### src/rtl/uvec_pkg.sv
package uvec_pkg;
    localparam int WORD_W = 32;
    localparam int COMP_W = 24;
    localparam int LANES  = 4;
    localparam int VEC_W  = COMP_W * LANES;

    typedef enum logic [1:0] {
        S_EMPTY = 2'd0,
        S_HAVE1 = 2'd1,
        S_HAVE2 = 2'd2,
        S_HAVE3 = 2'd3
    } fill_e;
endpackage

### src/rtl/uvec_f32_to_f24.sv
module uvec_f32_to_f24
    import uvec_pkg::*;
(
    input  logic [WORD_W-1:0] f_in,
    output logic [COMP_W-1:0] f_out
);
    localparam logic [7:0] LOW_LIMIT  = 8'd64;   // 127 - 63
    localparam logic [7:0] HIGH_LIMIT = 8'd192;  // first exponent past the range

    logic       sgn;
    logic [7:0] exp8;
    logic [7:0] exp_adj;

    always_comb begin
        sgn     = f_in[31];
        exp8    = f_in[30:23];
        exp_adj = exp8 - LOW_LIMIT;
        if (exp8 <= LOW_LIMIT)
            f_out = {sgn, 23'd0};
        else if (exp8 >= HIGH_LIMIT)
            f_out = {sgn, 7'h7F, 16'hFFFF};
        else
            f_out = {sgn, exp_adj[6:0], f_in[22:7]};
    end
endmodule

### src/rtl/uvec_fill_seq.sv
module uvec_fill_seq
    import uvec_pkg::*;
(
    input  logic       clk,
    input  logic       rst_n,
    input  logic       wr_en,
    input  logic       idx_load,
    input  logic       mode_f32,
    output logic [1:0] slot,
    output logic       accept,
    output logic       last
);
    fill_e state_q, state_d;

    always_ff @(posedge clk or negedge rst_n) begin
        if (!rst_n) state_q <= S_EMPTY;
        else        state_q <= state_d;
    end

    always_comb begin
        accept  = wr_en && !idx_load;
        state_d = state_q;
        if (idx_load) begin
            state_d = S_EMPTY;
        end else if (accept) begin
            unique case (state_q)
                S_EMPTY: state_d = S_HAVE1;
                S_HAVE1: state_d = S_HAVE2;
                S_HAVE2: state_d = mode_f32 ? S_HAVE3 : S_EMPTY;
                S_HAVE3: state_d = S_EMPTY;
                default: state_d = S_EMPTY;
            endcase
        end
    end

    always_comb begin
        slot = state_q;
        last = accept && ((state_q == S_HAVE3) || (state_q == S_HAVE2 && !mode_f32));
    end

    assert_commit_empties_R2: assert property (@(posedge clk) disable iff (!rst_n)
        last |=> state_q == S_EMPTY);
    assert_load_empties_R9: assert property (@(posedge clk) disable iff (!rst_n)
        idx_load |=> state_q == S_EMPTY);
endmodule

### src/rtl/uniform_vec_assembler.sv
module uniform_vec_assembler
    import uvec_pkg::*;
#(
    parameter int ENTRIES = 96,
    parameter int IDX_W   = $clog2(ENTRIES)
) (
    input  logic              clk,
    input  logic              rst_n,
    input  logic              wr_en,
    input  logic [WORD_W-1:0] wr_data,
    input  logic              mode_f32,
    input  logic              idx_load,
    input  logic [IDX_W-1:0]  idx_value,
    output logic              rf_we,
    output logic [IDX_W-1:0]  rf_addr,
    output logic [VEC_W-1:0]  rf_data,
    output logic              idx_err
);
    localparam int HELD = LANES - 1;

    logic [1:0]        slot;
    logic              accept, last, idx_ok;
    logic [WORD_W-1:0] buf_q  [HELD];
    logic [WORD_W-1:0] word_v [LANES];
    logic [COMP_W-1:0] conv_v [LANES];
    logic [VEC_W-1:0]  vec_f32, vec_packed, vec_sel;
    logic [IDX_W-1:0]  idx_q;

    uvec_fill_seq u_seq (
        .clk      (clk),
        .rst_n    (rst_n),
        .wr_en    (wr_en),
        .idx_load (idx_load),
        .mode_f32 (mode_f32),
        .slot     (slot),
        .accept   (accept),
        .last     (last)
    );

    genvar g;
    generate
        for (g = 0; g < LANES; g++) begin : g_lane
            if (g < HELD) begin : g_held
                assign word_v[g] = (slot == 2'(g)) ? wr_data : buf_q[g];
                always_ff @(posedge clk or negedge rst_n) begin
                    if (!rst_n)                            buf_q[g] <= '0;
                    else if (accept && slot == 2'(g))      buf_q[g] <= wr_data;
                end
            end else begin : g_tail
                assign word_v[g] = wr_data;
            end
            uvec_f32_to_f24 u_cvt (.f_in(word_v[g]), .f_out(conv_v[g]));
            // first word lands in the top lane (w), last in x
            assign vec_f32[VEC_W-1-g*COMP_W -: COMP_W] = conv_v[g];
        end
    endgenerate

    assign vec_packed = {word_v[0], word_v[1], word_v[2]};
    assign vec_sel    = mode_f32 ? vec_f32 : vec_packed;
    assign idx_ok     = ({1'b0, idx_q} < (IDX_W+1)'(ENTRIES));

    always_ff @(posedge clk or negedge rst_n) begin
        if (!rst_n) begin
            idx_q   <= '0;
            rf_we   <= 1'b0;
            idx_err <= 1'b0;
            rf_addr <= '0;
            rf_data <= '0;
        end else begin
            rf_we   <= last && idx_ok;
            idx_err <= last && !idx_ok;
            if (idx_load) begin
                idx_q <= idx_value;
            end else if (last && idx_ok) begin
                idx_q   <= idx_q + 1'b1;
                rf_addr <= idx_q;
                rf_data <= vec_sel;
            end
        end
    end

    assert_addr_in_range_R8: assert property (@(posedge clk) disable iff (!rst_n)
        rf_we |-> ({1'b0, rf_addr} < (IDX_W+1)'(ENTRIES)));
    assert_we_err_exclusive_R8: assert property (@(posedge clk) disable iff (!rst_n)
        !(rf_we && idx_err));
    assert_single_pulse_R2: assert property (@(posedge clk) disable iff (!rst_n)
        rf_we |=> !rf_we);
    assert_index_advanced_R7: assert property (@(posedge clk) disable iff (!rst_n)
        rf_we |-> idx_q == rf_addr + 1'b1);
    assert_err_index_bad_R8: assert property (@(posedge clk) disable iff (!rst_n)
        idx_err && !$past(idx_load) |-> ({1'b0, idx_q} >= (IDX_W+1)'(ENTRIES)));
endmodule

### config.mk
export PLATFORM = sky130hd
export DESIGN_NAME = uniform_vec_assembler
export DESIGN_NICKNAME = d
export VERILOG_FILES = /design/src/rtl/uvec_pkg.sv /design/src/rtl/uvec_f32_to_f24.sv /design/src/rtl/uvec_fill_seq.sv /design/src/rtl/uniform_vec_assembler.sv
export SDC_FILE = /design/constraint.sdc
export NUM_CORES = 1
export LEC_CHECK = 0
export ABC_AREA = 1
export BUFFER_PORTS_ARGS = -buffer_cell sky130_fd_sc_hd__buf_4
export CELL_PAD_IN_SITES_DETAIL_PLACEMENT = 2
export CELL_PAD_IN_SITES_GLOBAL_PLACEMENT = 2
export CORE_ASPECT_RATIO = 1.25
export CORE_UTILIZATION = 36
export CTS_CLUSTER_SIZE = 20
export DETAILED_ROUTE_END_ITERATION = 8
export HOLD_SLACK_MARGIN = 0.08
export PLACE_DENSITY = 0.95
export SLEW_MARGIN = 30
export SYNTH_ARGS = -nofsm -noshare
export SYNTH_HDL_FRONTEND = slang
export SYNTH_SLANG_ARGS = --single-unit
### constraint.sdc
create_clock -name clk -period 3.3 [get_ports clk]
set_input_delay 0.66 -clock clk [delete_from_list [all_inputs] [get_ports clk]]
set_output_delay 0.66 -clock clk [all_outputs]
set_load 0.02 [all_outputs]
# Word level (Yosys, flattened, before mapping)
# Cells that the tools add are included.
[word_totals]
reg_bits = 210
[op_classes]
n_reduce_logical = 16
bitwise_logic = 1
n_mux = 18
n_addsub = 5
order_cmp = 9
eq_ne = 3
[ops]
columns = ["operator", "count"]
rows = [
  ["$mux 23", 8],
  ["$mux 32", 3],
  ["$mux 95", 1],
  ["$ge 8x8->1 const B", 4],
  ["$le 8x7->1 const B", 4],
  ["$sub 7x7->7 const B", 4],
  ["$mux 7", 2],
  ["$logic_and 1x1->1", 8],
  ["$pmux 2 s4", 1],
  ["$add 7x1->7 const B", 1],
  ["$lt 7x7->1 const B", 1],
  ["$mux 2", 3],
  ["$eq 2x2->1 const B", 2],
  ["$reduce_bool 2->1", 2],
  ["$logic_not 1->1", 3],
  ["$eq 2x1->1 const B", 1],
  ["$logic_not 2->1", 1],
  ["$reduce_and 2->1", 1],
  ["$logic_or 1x1->1", 1],
  ["$not 1->1", 1],
]

# Depth between registers and ports, before layout
# Gate-level depths: netlist (run 1).
[depth]
word_depth = 7
mapped_depth = 12

# Cells and area by module
# From an unflattened synthesis (run 1), not the netlist that was laid out.
[hier_totals]
cells_unflattened = 1543
area_unflattened_um2 = 12428.2
[by_module_without_submodules]
columns = ["module", "seq_area_each_um2", "area_per_inst_um2", "cells_each", "n_inst"]
rows = [
  ["uniform_vec_assembler", 5205.0, 10542.6, 1274, 1],
  ["uvec_f32_to_f24", 0.0, 440.4, 62, 4],
  ["uvec_fill_seq", 50.0, 123.9, 21, 1],
]

# Least setup slack after synthesis (run 1)
# OpenSTA, ideal clock, no wires.
[synth_path]
path_kind = "input port to flip-flop"
startpoint = "in wr_en"
endpoint = "reg rf_data[87]"
stages = 9
path_buffers = 3
path_slack_ps = 1563
setup_ps = 77
t_arrival_ps = 1660
cell_sequence = "inv_1 > nor2_1 > nand3_1 > buf_6 > clkinv_2 > buf_6 > buf_6 > nor2_1 > a21oi_1"
[synth_via]
elab_chain_len = 4
[synth_rtl]
columns = ["item", "line_no", "source"]
rows = [
  ["start: declaration", "uniform_vec_assembler.sv:9", "input logic wr_en,"],
  ["$logic_and 1x1->1", "uvec_fill_seq.sv:21", "accept = wr_en && !idx_load;"],
  ["$logic_and 1x1->1", "uvec_fill_seq.sv:38", "last = accept && ((state_q == S_HAVE3) || (state_q == S_HAVE2 && !mode_f32));"],
  ["$logic_and 1x1->1", "uniform_vec_assembler.sv:74", "end else if (last && idx_ok) begin"],
  ["$reduce_and 2->1 (no line)", "--", ""],
  ["end signal: assignment", "uniform_vec_assembler.sv:77", "rf_data <= vec_sel;"],
  ["end: declaration", "uniform_vec_assembler.sv:16", "output logic [VEC_W-1:0] rf_data,"],
]
# Every way passes these cells.
# A chain may end at the register's enable or synchronous reset.

# Worst setup path in the final report (run 1)
[layout_path]
startpoint = "reg u_seq.state_q[1] (netlist: u_seq.slot[1])"
endpoint = "reg rf_data[35]"
[layout_via]
elab_chain_len = 6
elab_cells_between_ends = 15
cone_classes = "2 x order compare; 3 x eq/ne; 5 x mux; 5 x reduce/logical"
[layout_rtl]
columns = ["item", "line_no", "source"]
rows = [
  ["start: declaration", "uvec_fill_seq.sv:13", "fill_e state_q, state_d;"],
  ["start signal: assignment", "uvec_fill_seq.sv:17", "else state_q <= state_d;"],
  ["$eq 2x2->1", "uvec_fill_seq.sv:38, uniform_vec_assembler.sv:44", ""],
  ["$mux 32 / $logic_and 1x1->1 (equally long branches)", "uniform_vec_assembler.sv:44, uvec_fill_seq.sv:38", ""],
  ["$ge 8x8->1 / $logic_or 1x1->1 (equally long branches)", "uvec_f32_to_f24.sv:20, uvec_fill_seq.sv:38", ""],
  ["$mux 23 / $logic_and 1x1->1 (equally long branches)", "uvec_f32_to_f24.sv:20, uvec_fill_seq.sv:38", ""],
  ["$mux 23 / $logic_and 1x1->1 (equally long branches)", "uvec_f32_to_f24.sv:18, uniform_vec_assembler.sv:74", ""],
  ["$mux 95 / $reduce_and 2->1 (equally long branches)", "--", ""],
]
# Several ways; a longest one is shown, not always the timed one.

==> impl_metrics.tcl, run 1 <==
set metrics [dict create \
    worst-path-max-fanout 22 \
    yosys.cell_types.count 34 \
    synthFlopType "dfrtp_1" \
    critical_path_required_ns 3.70 \
    clk_root_buffer_cell "clkbuf_16" \
    p_sw_frac 0.427 \
    cts.sinks 210 \
    finalWirelength_mm 50.2 \
    detail_route.first_pass.iterations 5 \
    synth_seq_area_share 0.480 \
    cp_top_family "simple AND/OR/NAND/NOR gates" \
    p_switching_mw 5.10 \
    viasPerCell 5.93 \
    synth.avg_cell_area_sq_um 7.79 \
    cpMaxStageDelayCell "dfrtp_1" \
    worstMarginPinSlew_ns 0.925 \
    numCtsBuffers 24 \
    r2r-end "rf_data[35]$_DFFE_PN0P_" \
    status "complete, no violations" \
    skew_ns 0.0186 \
    p_leak_nw 6.09 \
    drt_iter0_markers 615 \
    hold_violations 0 \
    cts_tree "built" \
    die_x_um 158 \
    r2r-start "u_seq.slot[1]$_DFFE_PN0P_" \
    relSlewSlack 0.382 \
    htreeDepth 1 \
    clk_latency_ns 0.53 \
    syn_nets 1451 \
    internal-power_mw 6.84 \
    num_antenna_cells 0 \
    setup_viol 0 \
    fin_setup_tns_ns 0 \
    post_cts_resized 0 \
    core_sq_mm 0.0300 \
    drive_gt1_frac 0.172 \
    slew_violations 0 \
    syn-cell-area_sq_mm 0.0110 \
    final_cell_mix "nand2_1, dfrtp_1, nor2_1" \
    layout_min_cycle_time_ns 3.01 \
    post_cts_buffers 0 \
    ys_warn_count 0 \
    rsz0062_at_grt "no" \
    cts_hold_buf 0 \
    startpoint_type "flip-flop" \
    slowest_delay_ns 0.78 \
    place_congestion 0.868 \
    nets 1539 \
    cp.arrival_ns 3.41 \
    ant_nets 0 \
    reg2reg_slack_ns 0.29 \
    syn_inst 1406 \
    layout_commonest_cell "nand2_1" \
    wire_per_inst_um 26.2 \
    cap_violations 0 \
    antenna_found_initial 0 \
    clock.fmax_mhz 332 \
    dp.final_hpwl_mm 31.2 \
    fp-row-count 71 \
    utilization 0.432 \
    port_buffers 148 \
    areaGrowthSynthToFinish_pct 18.3 \
    crit_chain "inv_8 > nor2_4 > nand2_1 > nand2_2 > nand2_1 > nor2_1 > nand2_2 > nand3_1 > a21oi_1" \
    die-area_sq_mm 0.0311 \
    grt_pass1_wl_mm 77.0 \
    grt_max_degree 118 \
    synth_edf_count 0 \
    grt_pass1_vias 12600 \
    gr-usage-all-layers 0.329 \
    num_vias 11300 \
    power_frac_comb 0.398 \
    die_h_um 197 \
    seqPwrFrac 0.370 \
    powerDensity_mw_per_mm2 921 \
    reg2reg_depth 9 \
    worstSetupPathType "flip-flop to flip-flop" \
    cts_buffer_depth 3 \
    start_util 0.365 \
    clk_pin_slew_ns 0.07 \
    hold_path_class "primary input to async pin" \
    min_period_over_period 0.913 \
    ios 149 \
    synthArstFlopShare 1.00 \
    cp_num_buf_inv 1 \
    drc_errors 0 \
    p_clk_frac 0.232 \
    crit_path_end_kind "flip-flop" \
    ys_ff_latch 210 \
    grt.overflow.total 0 \
    ir_drop_v 0.000435 \
]
[worst reg2reg max path, cell delays in order, from the launching register on]
cell     delay [ns]
dfrtp_1        0.78
inv_8          0.11
nor2_4         0.46
nand2_1        0.19
nand2_2        0.18
nand2_1        0.12
nor2_1         0.23
nand2_2        0.44
nand3_1        0.24
a21oi_1        0.12
[how the worst max path moves through the flow]
stage / startpoint / endpoint / slack, ns / cells after the start
floorplan: wr_en / rf_data[87]$_DFFE_PN0P_ / 1.56 / 9
global placement: u_seq.slot[0]$_DFFE_PN0P_ / rf_data[35]$_DFFE_PN0P_ / 0.78 / 8
detailed placement: u_seq.slot[0]$_DFFE_PN0P_ / rf_data[35]$_DFFE_PN0P_ / 0.59 / 8
CTS: u_seq.slot[1]$_DFFE_PN0P_ / rf_data[35]$_DFFE_PN0P_ / 0.37 / 9
global route: u_seq.slot[1]$_DFFE_PN0P_ / rf_data[35]$_DFFE_PN0P_ / 0.22 / 9
finish: u_seq.slot[1]$_DFFE_PN0P_ / rf_data[35]$_DFFE_PN0P_ / 0.29 / 9
[synth_stat cells (4+ instances only)]
master / number / area, sq um
nand2_2: 11 / 68.8
nor2_1: 193 / 724
inv_1: 58 / 218
o21ai_1: 4 / 20.0
clkbuf_1: 43 / 161
nand3_1: 97 / 485
a21oi_2: 14 / 123
a31oi_1: 15 / 93.8
nand2_4: 6 / 67.6
buf_1: 9 / 33.8
dfrtp_1: 210 / 5260
a21oi_1: 188 / 941
o21ai_0: 180 / 901
buf_2: 26 / 130
o211ai_1: 4 / 30.0
buf_6: 27 / 304
nand3_2: 10 / 100
nand2_1: 282 / 1060
[cell families (layout without fill, tap and decap cells)]
family / Yosys count / count (layout) / share of synthesized area
simple gates: 610 / 610 / 0.236
xor+xnor: 3 / 3 / 0.00240
buf+inv: 169 / 273 / 0.0815
compound gates: 413 / 413 / 0.199
fa+ha+maj: 1 / 1 / 0.00114
flops: 210 / 210 / 0.480
[state kept, by name, summed over array words and instances, names as in the netlist]
signal      count
buf_q          96
idx_err         1
u_seq.slot      2
rf_we           1
rf_data        96
idx_q           7
rf_addr         7
[metal layers]
layer,vias up,part of all wire,wire [um],track usage
met5,-,0,0,0
met1,5835,0.38,19100,0.382
li1,4824,-,-,-
met2,477,0.51,25300,0.567
met3,203,0.045,2250,0.0404
met4,0,0.070,3490,0.216
[area by class of cell]
class | count | area [sq um]
Clock buffer | 38 | 734
Clock inverter | 4 | 45.0
Fill cell | 3407 | 17100
Inverter | 62 | 250
Multi-Input combinational cell | 1027 | 4820
Sequential cell | 210 | 5260
Tap cell | 401 | 502
Timing Repair Buffer | 169 | 1350
[power groups by stage]
stage	clock, mW	sequential [mW]	combinational, mW
final	2.76	4.42	4.75
after global placement	0	4.28	4.22
after floorplan	0	4.83	1.97
after global routing	2.85	4.49	5.06
after detailed placement	0	4.37	4.51
after CTS	2.79	4.40	4.75
[per-stage QoR]
stage	hold WS [ns]	std cells	total power, mW	cell area, sq um	setup slack (ns)
4_1_cts	0.149	1911	11.9	13000	0.374
3_3_place_gp	0.460	1869	8.50	12200	0.781
3_5_place_dp	0.468	1869	8.88	12200	0.585
2_1_floorplan	0.364	1406	6.80	11000	1.56
6_report	0.129	1911	11.9	13000	0.287
5_1_grt	0.161	1911	12.4	13000	0.218
Note: power is estimated with default switching activity, not from simulation.
==> inputs of run 2 (changes only) <==
--- a/config.mk
+++ b/config.mk
@@ -5,12 +5,11 @@
 export SDC_FILE = /design/constraint.sdc
 export NUM_CORES = 1
 export LEC_CHECK = 0
-export ABC_AREA = 1
 export BUFFER_PORTS_ARGS = -buffer_cell sky130_fd_sc_hd__buf_4
 export CELL_PAD_IN_SITES_DETAIL_PLACEMENT = 2
 export CELL_PAD_IN_SITES_GLOBAL_PLACEMENT = 2
 export CORE_ASPECT_RATIO = 1.25
-export CORE_UTILIZATION = 36
+export CORE_UTILIZATION = 41
 export CTS_CLUSTER_SIZE = 20
 export DETAILED_ROUTE_END_ITERATION = 8
 export HOLD_SLACK_MARGIN = 0.08
==> impl_metrics.tcl, run 2 <==
set metrics [dict create \
    status "complete, no violations" \
    layout.cells.non_filler 1489 \
    cts_buffer_depth 3 \
    slew_violations 0 \
    port_buffers 148 \
    syn-cell-area_sq_mm 0.0110 \
    startpoint_type "flip-flop" \
    fp-row-count 66 \
    clock.fmax_mhz 353 \
    synth_top_area_share 0.477 \
    wire_per_inst_um 32.7 \
    p_leak_nw 5.91 \
    crit_path_end_kind "flip-flop" \
    antenna_found_initial 1 \
    detail_route.first_pass.iterations 5 \
    nets 1177 \
    drc_errors 0 \
    num_antenna_cells 0 \
    grt_pass1_vias 10700 \
    start_util 0.421 \
    power_mw 10.0 \
    cts_tree "built" \
    top_regs "buf_q x96, rf_data x96" \
    cpMaxStageDelayCell "a211oi_1" \
    synth_commonest_cells "dfrtp_1, mux2_2, nand2_1, o21ai_0, mux2i_1" \
    min_period_over_period 0.859 \
    crit_chain "buf_4 > or2_2 > a211oi_1 > o21ai_0 > a31oi_1" \
    utilization 0.504 \
    ios 149 \
    dp.final_hpwl_mm 30.6 \
    post_cts_resized 0 \
    cp_num_buf_inv 1 \
    grt.overflow.total 0 \
    critical_path_required_ns 3.72 \
    clk_pin_slew_ns 0.06 \
    core_sq_mm 0.0262 \
    yosys.cell_types.count 58 \
    worstMarginPinSlew_ns 0.894 \
    ant_nets 0 \
    drt_iter0_markers 639 \
    die_x_um 149 \
    synthFlopType "dfrtp_1" \
    viasPerCell 6.41 \
    syn_inst 1020 \
    gr-usage-all-layers 0.361 \
    cap_violations 0 \
    rsz0062_at_grt "no" \
    setup_viol 0 \
    cts.sinks 210 \
    clk_latency_ns 0.54 \
    hold_violations 0 \
    num_vias 9539 \
    powerDensity_mw_per_mm2 757 \
    grt_pass1_wl_mm 73.4 \
    grt_max_degree 84 \
    ir_drop_v 0.000399 \
    synth_most_common_cell "dfrtp_1" \
    worstSetupPathType "flip-flop to flip-flop" \
    synth_area_leaders "dfrtp_1, mux2_2, mux2i_1" \
    synth.avg_cell_area_sq_um 10.8 \
    die-area_sq_mm 0.0275 \
    layout_min_cycle_time_ns 2.84 \
    finalWirelength_mm 48.6 \
    post_cts_buffers 0 \
    relSlewSlack 0.400 \
    synth_edf_count 0 \
    hold_path_class "primary input to async pin" \
    areaGrowthSynthToFinish_pct 19.8 \
    synth_seq_area_share 0.477 \
    slowest_delay_ns 0.76 \
    layout_commonest_cell "dfrtp_1" \
    placed_cells 1446 \
    cts_hold_buf 0 \
    final_cell_mix "dfrtp_1, buf_4, mux2_2" \
    drive_gt1_frac 0.374 \
    ys_ff_latch 210 \
    synthArstFlopShare 1.00 \
    cp_top_family "compound AO/OA/AOI/OAI gates" \
    fin_setup_tns_ns 0 \
    yosys.area.top_type "dfrtp_1" \
    skew_ns 0.0241 \
    numCtsBuffers 24 \
    htreeDepth 1 \
    ys_warn_count 0 \
    die_h_um 185 \
    worst-path-max-fanout 32 \
    syn_nets 1065 \
    place_congestion 0.845 \
    clk_root_buffer_cell "clkbuf_16" \
    cp.arrival_ns 3.26 \
]
==> run 2: cell type report <==
type	instances	area [sq um]
clock inverters	8	65.1
multi-input cells	719	5340
repair buffers	173	1370
inverters	4	17.5
fillers	2585	13000
clock buffers	35	733
flip-flops and latches	210	5260
well taps	340	425
==> run 2: per-layer routing <==
layer | up-vias | routed length (um) | track usage
li1 | 3920 | - | -
met1 | 4964 | 18700 | 0.427
met2 | 455 | 24300 | 0.615
met3 | 198 | 2710 | 0.0576
met4 | 2 | 2900 | 0.216
met5 | - | 13 | 0
==> run 2: logic make-up after synthesis <==
logic type | count (synthesis) | share of synthesized area
buf+inv | 91 | 0.0407
fa+ha+maj | 10 | 0.00931
mux | 205 | 0.204
simple gates | 255 | 0.112
xor+xnor | 1 | 0.000795
flops | 210 | 0.477
compound gates | 248 | 0.157
==> run 2: path summary, 6_finish.rpt <==
check                                          endpoint  slack, ns  cells after the start                      start
worst max-delay path            rf_data[92]$_DFFE_PN0P_       0.46                      5  u_seq.slot[0]$_DFFE_PN0P_
worst min-delay path              buf_q[19]$_DFFE_PN0P_       0.10                      1                      rst_n
worst max register to register  rf_data[92]$_DFFE_PN0P_       0.46                      5  u_seq.slot[0]$_DFFE_PN0P_
worst min register to register   rf_addr[3]$_DFFE_PN0P_       0.49                      2     rf_addr[3]$_DFFE_PN0P_
max in group asynchronous         buf_q[24]$_DFFE_PN0P_       2.30                      2                      rst_n
min in group clk                   idx_q[3]$_DFFE_PN0P_       0.39                      2               idx_value[3]
==> run 2: worst reg2reg max path, delay by kind of cell (launching register included) <==
kind | cells | cell delay [ns]
buffers and inverters | 1 | 0.32
and+or+nand+nor | 1 | 0.44
AOI/OAI and AO/OA | 3 | 1.43
DFF | 1 | 0.54
==> run 2: where the power goes <==
part           total, mW  internal [mW]  leakage (nW)  switching (mW)
combinational       3.31           1.35          2.87            1.96
clock               2.80           1.61         0.403            1.19
sequential          3.89           3.28          2.64           0.604
==> run 2: metrics by stage <==
stage / setup slack (ns) / hold WS (ns) / instance area, sq um
after floorplan: 1.20 / 0.364 / 11000
after global placement: 0.619 / 0.468 / 12400
after detailed placement: 0.474 / 0.478 / 12400
after CTS: 0.600 / 0.136 / 13200
after global routing: 0.346 / 0.141 / 13200
final: 0.464 / 0.101 / 13200
